File: config.mk
export PLATFORM = sky130hd
export DESIGN_NAME = spi_rx_buffer
export DESIGN_NICKNAME = d
export VERILOG_FILES = /design/src/rtl/spi_rx_pkg.sv /design/src/rtl/spi_rx_sync.sv /design/src/rtl/spi_rx_shifter.sv /design/src/rtl/spi_rx_flags.sv /design/src/rtl/spi_rx_buffer.sv
export SDC_FILE = /design/constraint.sdc
export NUM_CORES = 1
export LEC_CHECK = 0
export ABC_AREA = 0
export BUFFER_PORTS_ARGS = -buffer_cell sky130_fd_sc_hd__buf_4
export CAP_MARGIN = 10
export CELL_PAD_IN_SITES_DETAIL_PLACEMENT = 1
export CELL_PAD_IN_SITES_GLOBAL_PLACEMENT = 2
export CORE_ASPECT_RATIO = 0.75
export CORE_MARGIN = 1
export CORE_UTILIZATION = 28
export CTS_BUF_LIST = sky130_fd_sc_hd__clkbuf_16
export CTS_CLUSTER_SIZE = 30
export DETAILED_ROUTE_END_ITERATION = 16
export PLACE_DENSITY = 0.77
export RECOVER_POWER = 100
export SETUP_SLACK_MARGIN = 0.1
export SLEW_MARGIN = 0
export SYNTH_ARGS = -nofsm -noshare
export SYNTH_HDL_FRONTEND = slang
export SYNTH_HIERARCHICAL = 1
export SYNTH_SLANG_ARGS = --single-unit
export TNS_END_PERCENT = 20
File: constraint.sdc
create_clock -name clk -period 1.4 [get_ports clk]
set_input_delay 0.14 -clock clk [delete_from_list [all_inputs] [get_ports clk]]
set_output_delay 0.14 -clock clk [all_outputs]
set_load 0.1 [all_outputs]
File: src/rtl/spi_rx_pkg.sv
package spi_rx_pkg;
    localparam int DATA_W = 8;
    localparam int CNT_W  = $clog2(DATA_W);
    localparam int ENB_W  = 3;

    typedef struct packed {
        logic full;
        logic ovf;
        logic modf;
    } rx_flags_t;

    typedef struct packed {
        logic mf_en;
        logic err_ie;
        logic rx_ie;
    } rx_ctrl_t;

    function automatic logic [DATA_W-1:0] pack_status(rx_flags_t f, rx_ctrl_t c);
        logic [DATA_W-1:0] s;
        s = '0;
        s[7] = f.full;
        s[6] = f.ovf;
        s[5] = f.modf;
        s[2:0] = c;
        return s;
    endfunction

    function automatic logic irq_of(rx_flags_t f, rx_ctrl_t c);
        return (f.full & c.rx_ie) | (c.err_ie & (f.ovf | f.modf));
    endfunction
endpackage

File: src/rtl/spi_rx_sync.sv
module spi_rx_sync #(
    parameter int WIDTH  = 3,
    parameter int STAGES = 2
) (
    input  logic             clk,
    input  logic             rst,
    input  logic [WIDTH-1:0] async_in,
    input  logic [WIDTH-1:0] rst_val,
    output logic [WIDTH-1:0] sync_out
);
    logic [WIDTH-1:0] pipe [STAGES];

    genvar s;
    generate
        for (s = 0; s < STAGES; s++) begin : g_stage
            always_ff @(posedge clk) begin
                if (rst) pipe[s] <= rst_val;
                else if (s == 0) pipe[s] <= async_in;
                else pipe[s] <= pipe[(s == 0) ? 0 : s-1];
            end
        end
    endgenerate

    assign sync_out = pipe[STAGES-1];
endmodule

File: src/rtl/spi_rx_shifter.sv
module spi_rx_shifter
    import spi_rx_pkg::*;
(
    input  logic              clk,
    input  logic              rst,
    input  logic              sclk_s,
    input  logic              ss_n_s,
    input  logic              sdata_s,
    output logic              bit1_stb,
    output logic              byte_done,
    output logic              abort,
    output logic [DATA_W-1:0] byte_out
);
    localparam logic [CNT_W-1:0] BIT1_CNT = CNT_W'(DATA_W - 2);
    localparam logic [CNT_W-1:0] LAST_CNT = CNT_W'(DATA_W - 1);

    logic              sclk_q, ss_n_q;
    logic [CNT_W-1:0]  cnt;
    logic [DATA_W-1:0] shreg;
    logic              sample;

    assign sample    = sclk_s & ~sclk_q & ~ss_n_s;
    assign bit1_stb  = sample && (cnt == BIT1_CNT);
    assign byte_done = sample && (cnt == LAST_CNT);
    assign byte_out  = {shreg[DATA_W-2:0], sdata_s};
    assign abort     = ss_n_s & ~ss_n_q & (cnt != '0);

    always_ff @(posedge clk) begin
        if (rst) begin
            sclk_q <= 1'b0;
            ss_n_q <= 1'b1;
            cnt    <= '0;
            shreg  <= '0;
        end else begin
            sclk_q <= sclk_s;
            ss_n_q <= ss_n_s;
            if (ss_n_s) begin
                cnt <= '0;
            end else if (sample) begin
                shreg <= byte_out;
                cnt   <= cnt + 1'b1;
            end
        end
    end
endmodule

File: src/rtl/spi_rx_flags.sv
module spi_rx_flags
    import spi_rx_pkg::*;
(
    input  logic              clk,
    input  logic              rst,
    input  logic              stat_rd,
    input  logic              data_rd,
    input  logic              ctrl_wr,
    input  logic [ENB_W-1:0]  ctrl_wdata,
    input  logic              bit1_stb,
    input  logic              byte_done,
    input  logic              abort,
    input  logic [DATA_W-1:0] byte_in,
    output rx_flags_t         flags_q,
    output rx_ctrl_t          ctrl_q,
    output logic [DATA_W-1:0] data_q
);
    rx_flags_t         flags_n, armed_q, armed_n;
    logic [DATA_W-1:0] data_n;

    always_comb begin
        flags_n = flags_q;
        armed_n = armed_q;
        data_n  = data_q;
        if (ctrl_wr) armed_n = '0;
        if (stat_rd) armed_n = flags_q;
        if (data_rd) begin
            if (armed_q.full) flags_n.full = 1'b0;
            if (armed_q.ovf)  flags_n.ovf  = 1'b0;
            if (armed_q.modf) flags_n.modf = 1'b0;
            armed_n = '0;
        end
        if (bit1_stb && flags_q.full) flags_n.ovf = 1'b1;
        if (byte_done && !flags_q.ovf) begin
            data_n       = byte_in;
            flags_n.full = 1'b1;
        end
        if (abort && ctrl_q.mf_en) flags_n.modf = 1'b1;
    end

    always_ff @(posedge clk) begin
        if (rst) begin
            flags_q <= '0;
            armed_q <= '0;
            ctrl_q  <= '0;
            data_q  <= '0;
        end else begin
            flags_q <= flags_n;
            armed_q <= armed_n;
            data_q  <= data_n;
            if (ctrl_wr) ctrl_q <= rx_ctrl_t'(ctrl_wdata);
        end
    end
endmodule

File: src/rtl/spi_rx_buffer.sv
module spi_rx_buffer
    import spi_rx_pkg::*;
(
    input  logic              clk,
    input  logic              rst,
    input  logic              sclk_in,
    input  logic              ss_n_in,
    input  logic              sdata_in,
    input  logic              stat_rd,
    input  logic              data_rd,
    input  logic              ctrl_wr,
    input  logic [DATA_W-1:0] ctrl_wdata,
    output logic [DATA_W-1:0] stat_rdata,
    output logic [DATA_W-1:0] data_rdata,
    output logic              irq
);
    logic [2:0]        sync_o;
    logic              bit1_stb, byte_done, abort;
    logic [DATA_W-1:0] byte_w, data_q;
    rx_flags_t         flags_q;
    rx_ctrl_t          ctrl_q;
    logic [DATA_W-ENB_W-1:0] unused_wdata;

    assign unused_wdata = ctrl_wdata[DATA_W-1:ENB_W];

    spi_rx_sync #(.WIDTH(3), .STAGES(2)) u_sync (
        .clk(clk), .rst(rst),
        .async_in({sclk_in, ss_n_in, sdata_in}),
        .rst_val(3'b010),
        .sync_out(sync_o)
    );

    spi_rx_shifter u_shift (
        .clk(clk), .rst(rst),
        .sclk_s(sync_o[2]), .ss_n_s(sync_o[1]), .sdata_s(sync_o[0]),
        .bit1_stb(bit1_stb), .byte_done(byte_done), .abort(abort),
        .byte_out(byte_w)
    );

    spi_rx_flags u_flags (
        .clk(clk), .rst(rst),
        .stat_rd(stat_rd), .data_rd(data_rd), .ctrl_wr(ctrl_wr),
        .ctrl_wdata(ctrl_wdata[ENB_W-1:0]),
        .bit1_stb(bit1_stb), .byte_done(byte_done), .abort(abort),
        .byte_in(byte_w),
        .flags_q(flags_q), .ctrl_q(ctrl_q), .data_q(data_q)
    );

    assign stat_rdata = pack_status(flags_q, ctrl_q);
    assign data_rdata = data_q;
    assign irq        = irq_of(flags_q, ctrl_q);
endmodule

# Yosys cells after proc, flatten, opt, wreduce, memory -nomap -nowiden
# Memories as Yosys holds them, arrays and structs flattened.
# Index checks and enable logic that the tools add are counted.
[totals]
ff_bits = 29
mem_bits_rw = 6
out_inout_bits = 17
memories = 1
[op_classes]
add_sub_neg = 1
eq_ne = 2
mux = 14
n_bitwise = 13
n_reduce_logical = 20
[memory_table]
columns = ["name", "depth", "width", "rd", "rd_ports_with_merged_regs", "write_ports", "line_no", "rtl"]
rows = [
  ["u_sync.pipe", 2, 3, 2, 0, 2, "spi_rx_sync.sv:11", "logic [WIDTH-1:0] pipe [STAGES];"],
]
[ops]
columns = ["operator", "count"]
rows = [
  ["3-bit two-way mux", 5],
  ["2-bit nonzero test", 7],
  ["1-bit two-way mux", 9],
  ["2-bit AND reduction", 4],
  ["1-bit AND", 6],
  ["3-bit equality test (second input constant)", 2],
  ["1-bit logical AND", 5],
  ["1-bit OR", 4],
  ["2-bit OR reduction", 2],
  ["3-bit by 1-bit adder with 3-bit output (second input constant)", 1],
  ["1-bit NOT", 3],
  ["3-bit nonzero test", 1],
  ["1-bit logical NOT", 1],
]

# Depth between registers and ports, before layout
[depth]
ltp_word = 7
ltp_mapped = 7

# Hierarchy
# Netlist, hierarchy kept.
[modules_own_cells]
columns = ["module", "instances", "cells_per_inst", "area_each_um2", "seq_area_each_um2"]
rows = [
  ["spi_rx_flags", 1, 72, 623.1, 340.3],
  ["spi_rx_shifter", 1, 57, 508.0, 240.2],
  ["spi_rx_sync", 1, 13, 221.5, 120.1],
  ["spi_rx_buffer", 1, 7, 35.0, 0.0],
]

# Least setup slack after synthesis
# Ideal clock, no wire load.
[synth_path]
path_type = "register to output"
from = "register, netlist name u_flags/flags_q[0]"
to = "output irq"
arrival_ns = 1.808
path_slack_ns = -0.548
path_stages_with_launch = 3
n_path_buf = 0
path_cell_list = "dfxtp_1 > o21ai_1 > nand2_1"
[synth_between]
elab_chain_len = 3
[synth_rtl]
columns = ["item", "line_no", "rtl"]
rows = [
  ["1-bit OR", "spi_rx_pkg.sv:29", "return (f.full & c.rx_ie) | (c.err_ie & (f.ovf | f.modf));"],
  ["1-bit AND", "spi_rx_pkg.sv:29", ""],
  ["1-bit OR", "spi_rx_pkg.sv:29", ""],
  ["to (decl)", "spi_rx_buffer.sv:15", "output logic irq"],
]
# No other way between the ends.

# Worst setup path in the final report
[layout_path]
from = "register u_shift.cnt[1]"
to = "register, netlist name u_flags/flags_q[2]"
[layout_between]
elab_chain_len = 5
[layout_rtl]
columns = ["item", "line_no", "rtl"]
rows = [
  ["from (decl)", "spi_rx_shifter.sv:18", "logic [CNT_W-1:0] cnt;"],
  ["from (signal assigned)", "spi_rx_shifter.sv:41", "cnt <= cnt + 1'b1;"],
  ["3-bit equality test (*)", "spi_rx_shifter.sv:24", "assign byte_done = sample && (cnt == LAST_CNT);"],
  ["1-bit logical AND (*)", "spi_rx_shifter.sv:24", ""],
  ["via byte_done", "spi_rx_buffer.sv:18", "logic bit1_stb, byte_done, abort;"],
  ["1-bit logical AND (*)", "spi_rx_flags.sv:34", "if (byte_done && !flags_q.ovf) begin"],
  ["2-bit nonzero test (no source line)", "n/a", ""],
  ["2-bit AND reduction (no source line)", "n/a", ""],
]
# The timed path passes the listed nets; every way through them passes the cells marked *.
# A chain may end at the register's enable or synchronous reset.

==> metrics.txt <==
Final nets approximately 200; Max FO, Critical Path 2; Commonest cells post-synth 35 x dfxtp_1, 35 x nand2_1, 19 x a21oi_1; WL final between 3000 and 4000 um; Worst Skew between 0.002 and 0.003 ns; period utilisation layout 0.951; Worst-Margin Slew 0.552 ns; vias in the first global route about 1100; largest family of logic cells by synthesized area simple AND/OR/NAND/NOR gates; Fill cells 538; Crit. End Element flop; H-tree level count 2; Mapped Cells about 150; Netlist Area Pre-Place 1390 um2; Fin. Hold Viols 0; Power, Total 0.00225 W; Synth area leaders dfxtp_1 50%, nand2_1 9.5%, a21oi_1 6.9%; mux contribution to synthesized area 0.101; first-pass GRT wire length roughly 5200 um; Die H between 60 and 70 um; Routability Congestion 0.704; starting density of the core 0.302; worst path arrival time between 1 and 1.5 ns; CTS clk-pin slew, worst paths roughly 0.050 ns; Pleak approximately 0.72 nW; critical path type reg -> reg; WP data required 1.54 ns; Avg WL per Cell around 13 um; most common flop cell mapped by yosys dfxtp_1; Antenna Cells 0; layout cells sized above 1 0.308; initial antenna violation count 0; EDFF count, synth 0; relative slew slack 0.633; Vias around 1100; YS warnings 6; clock buffer depth 2; XOR/XNOR Fraction of Synth Area 0.00631; Port Buffers 25; Antenna Nets Post-Route 0; post-synthesis simple-gate area fraction 0.203; Hold Buf Count CTS 0; post-synth cell types 26; Final Max Slew Viols 0; die width around 83 um; DIE AREA 5240 um2; Clk Latency, worst-skew pair 0.27 ns; Syn-to-layout area delta 29.1%; Critical Path Source Type flop; CTS tree built; GR Overflow Total 0; Peak Freq between 700 and 800 MHz; number of buffers created by CTS 5; hold_ws about 0.076 ns; dpl hpwl roughly 2300 um; root buffer cell clkbuf_16; synthesized area per cell around 9.3 um2; P per Cell Area ~1300 nW/um2; Total GRT Usage 0.128; Vias/cell 4.49; Core ar. roughly 4600 um2; # setup viols final 0; share of the synthesized area in the top cell type 0.505; Seq cells post-synth 35; IO Count 33; max-cap violation count 0; Adder-Cell Fraction of Synth Area 0.0361; dominant cell type by area after synthesis dfxtp_1; drt pass-1 iters 4; RSZ-0062 raised after global routing yes; Synth Area in Compound Gates 0.0830; Fin Setup TNS 0 ns; # clock sinks 35; post-synthesis sequential area ratio 0.505; run status complete, no violations; HP Class in -> reg; Synth async-reset ratio 0; largest net degree at the start of global routing 33; Tmin final approximately 1.3 ns; DR DRC count 0; DRT iter0 DRCs 45; Site Rows 21; VDD IR-drop max approximately 0.48 mV
[stage by stage]
| stage | worst slack (ns) | cell area [um2] | cells | utilization |
|---|---|---|---|---|
| after floorplan | 0.0696 | 1440 | 155 | - |
| after global placement | 0.0271 | 1650 | 230 | 0.358 |
| after detailed placement | -0.0385 | 1650 | 230 | 0.358 |
| after CTS | 0.0874 | 1840 | 239 | 0.400 |
| after global routing | 0.0115 | 1790 | 239 | 0.390 |
| final | 0.0692 | 1790 | 239 | 0.390 |
[state kept, by name (all words and copies together), names as in the netlist]
signal	cells
u_flags/ctrl_q	3
u_shift/sclk_q	1
u_shift/ss_n_q	1
u_sync/pipe	6
u_flags/armed_q	3
u_flags/flags_q	3
u_shift/cnt	3
u_shift/shreg	7
u_flags/data_q	8
[worst paths after layout]
path,from,to,slack (ns),cells past startpoint
setup / recovery,u_shift/cnt[1]$_SDFFE_PP0P_,u_flags/flags_q[2]$_SDFFE_PP0P_,0.07,7
hold / removal,sclk_in,u_sync/pipe[0][2]$_DFF_P_,0.08,2
setup reg to reg,u_shift/cnt[1]$_SDFFE_PP0P_,u_flags/flags_q[2]$_SDFFE_PP0P_,0.07,7
hold reg to reg,u_sync/pipe[0][1]$_DFF_P_,u_sync/pipe[1][1]$_DFF_P_,0.44,1
[per-layer routing]
layer / part of all wire / global-route usage
met5: 0 / 0
met4: 0.0058 / 0.0453
met3: 0.039 / 0.0542
met2: 0.48 / 0.213
met1: 0.48 / 0.148
[logic make-up (layout without fill, tap and decap cells)]
kind of cell,Yosys count,count (layout)
simple gates,61,61
flops,35,35
compound gates,22,22
buf+inv,13,40
mux,11,11
fa+ha+maj,4,4
other cells,2,8
xor+xnor,1,1
[report_power, final]
| group | internal (W) | switching, W | leakage, nW | total, W |
|---|---|---|---|---|
| registers | 0.00103 | 0.0000215 | 0.288 | 0.00105 |
| logic | 0.0000669 | 0.000128 | 0.357 | 0.000195 |
| clock network | 0.000641 | 0.000366 | 0.0762 | 0.00101 |
[worst max-delay path, cell delays in order, from the launching register on]
cell and delay [ns]:
dfxtp_2 0.33, ha_4 0.16, ha_4 0.15, and2_4 0.16, nor2b_4 0.13, buf_4 0.13, a21oi_2 0.09, nor2_1 0.05
[placed cells by master, fill, tap and decap left out, types with 2 or more instances in the layout]
cell       netlist  final
inv_1            2      4
nor2b_1          4      3
nand2_1         35     34
clkbuf_2         1     13
mux2_1           0      5
dfxtp_1         35     27
a22oi_1          2      2
nor3b_1          4      3
a21oi_2          0      2
conb_1           2      8
dfxtp_2          0      8
clkbuf_16        0      5
buf_4            4     14
mux2i_1          5      5
ha_4             0      2
nor2_1           9      9
nor3_1           3      3
ha_1             4      2
a21oi_1         19     17
[timing repair]
item                       CTS  global route
pin swaps                    1             3
gates resized for setup     12             6
setup endpoints to repair    9            12
buffers inserted             1             0
[layout make-up]
class / count / area [um2] / area share
tap: 57 / 71.3 / 0.0398
inverter: 2 / 7.51 / 0.00419
clock buffer: 5 / 125 / 0.0698
multi-input combinational: 107 / 671 / 0.374
clock inverter: 3 / 12.5 / 0.00698
timing repair buffer: 30 / 194 / 0.108
sequential: 35 / 711 / 0.397
Power figures use the tool's default switching activity.
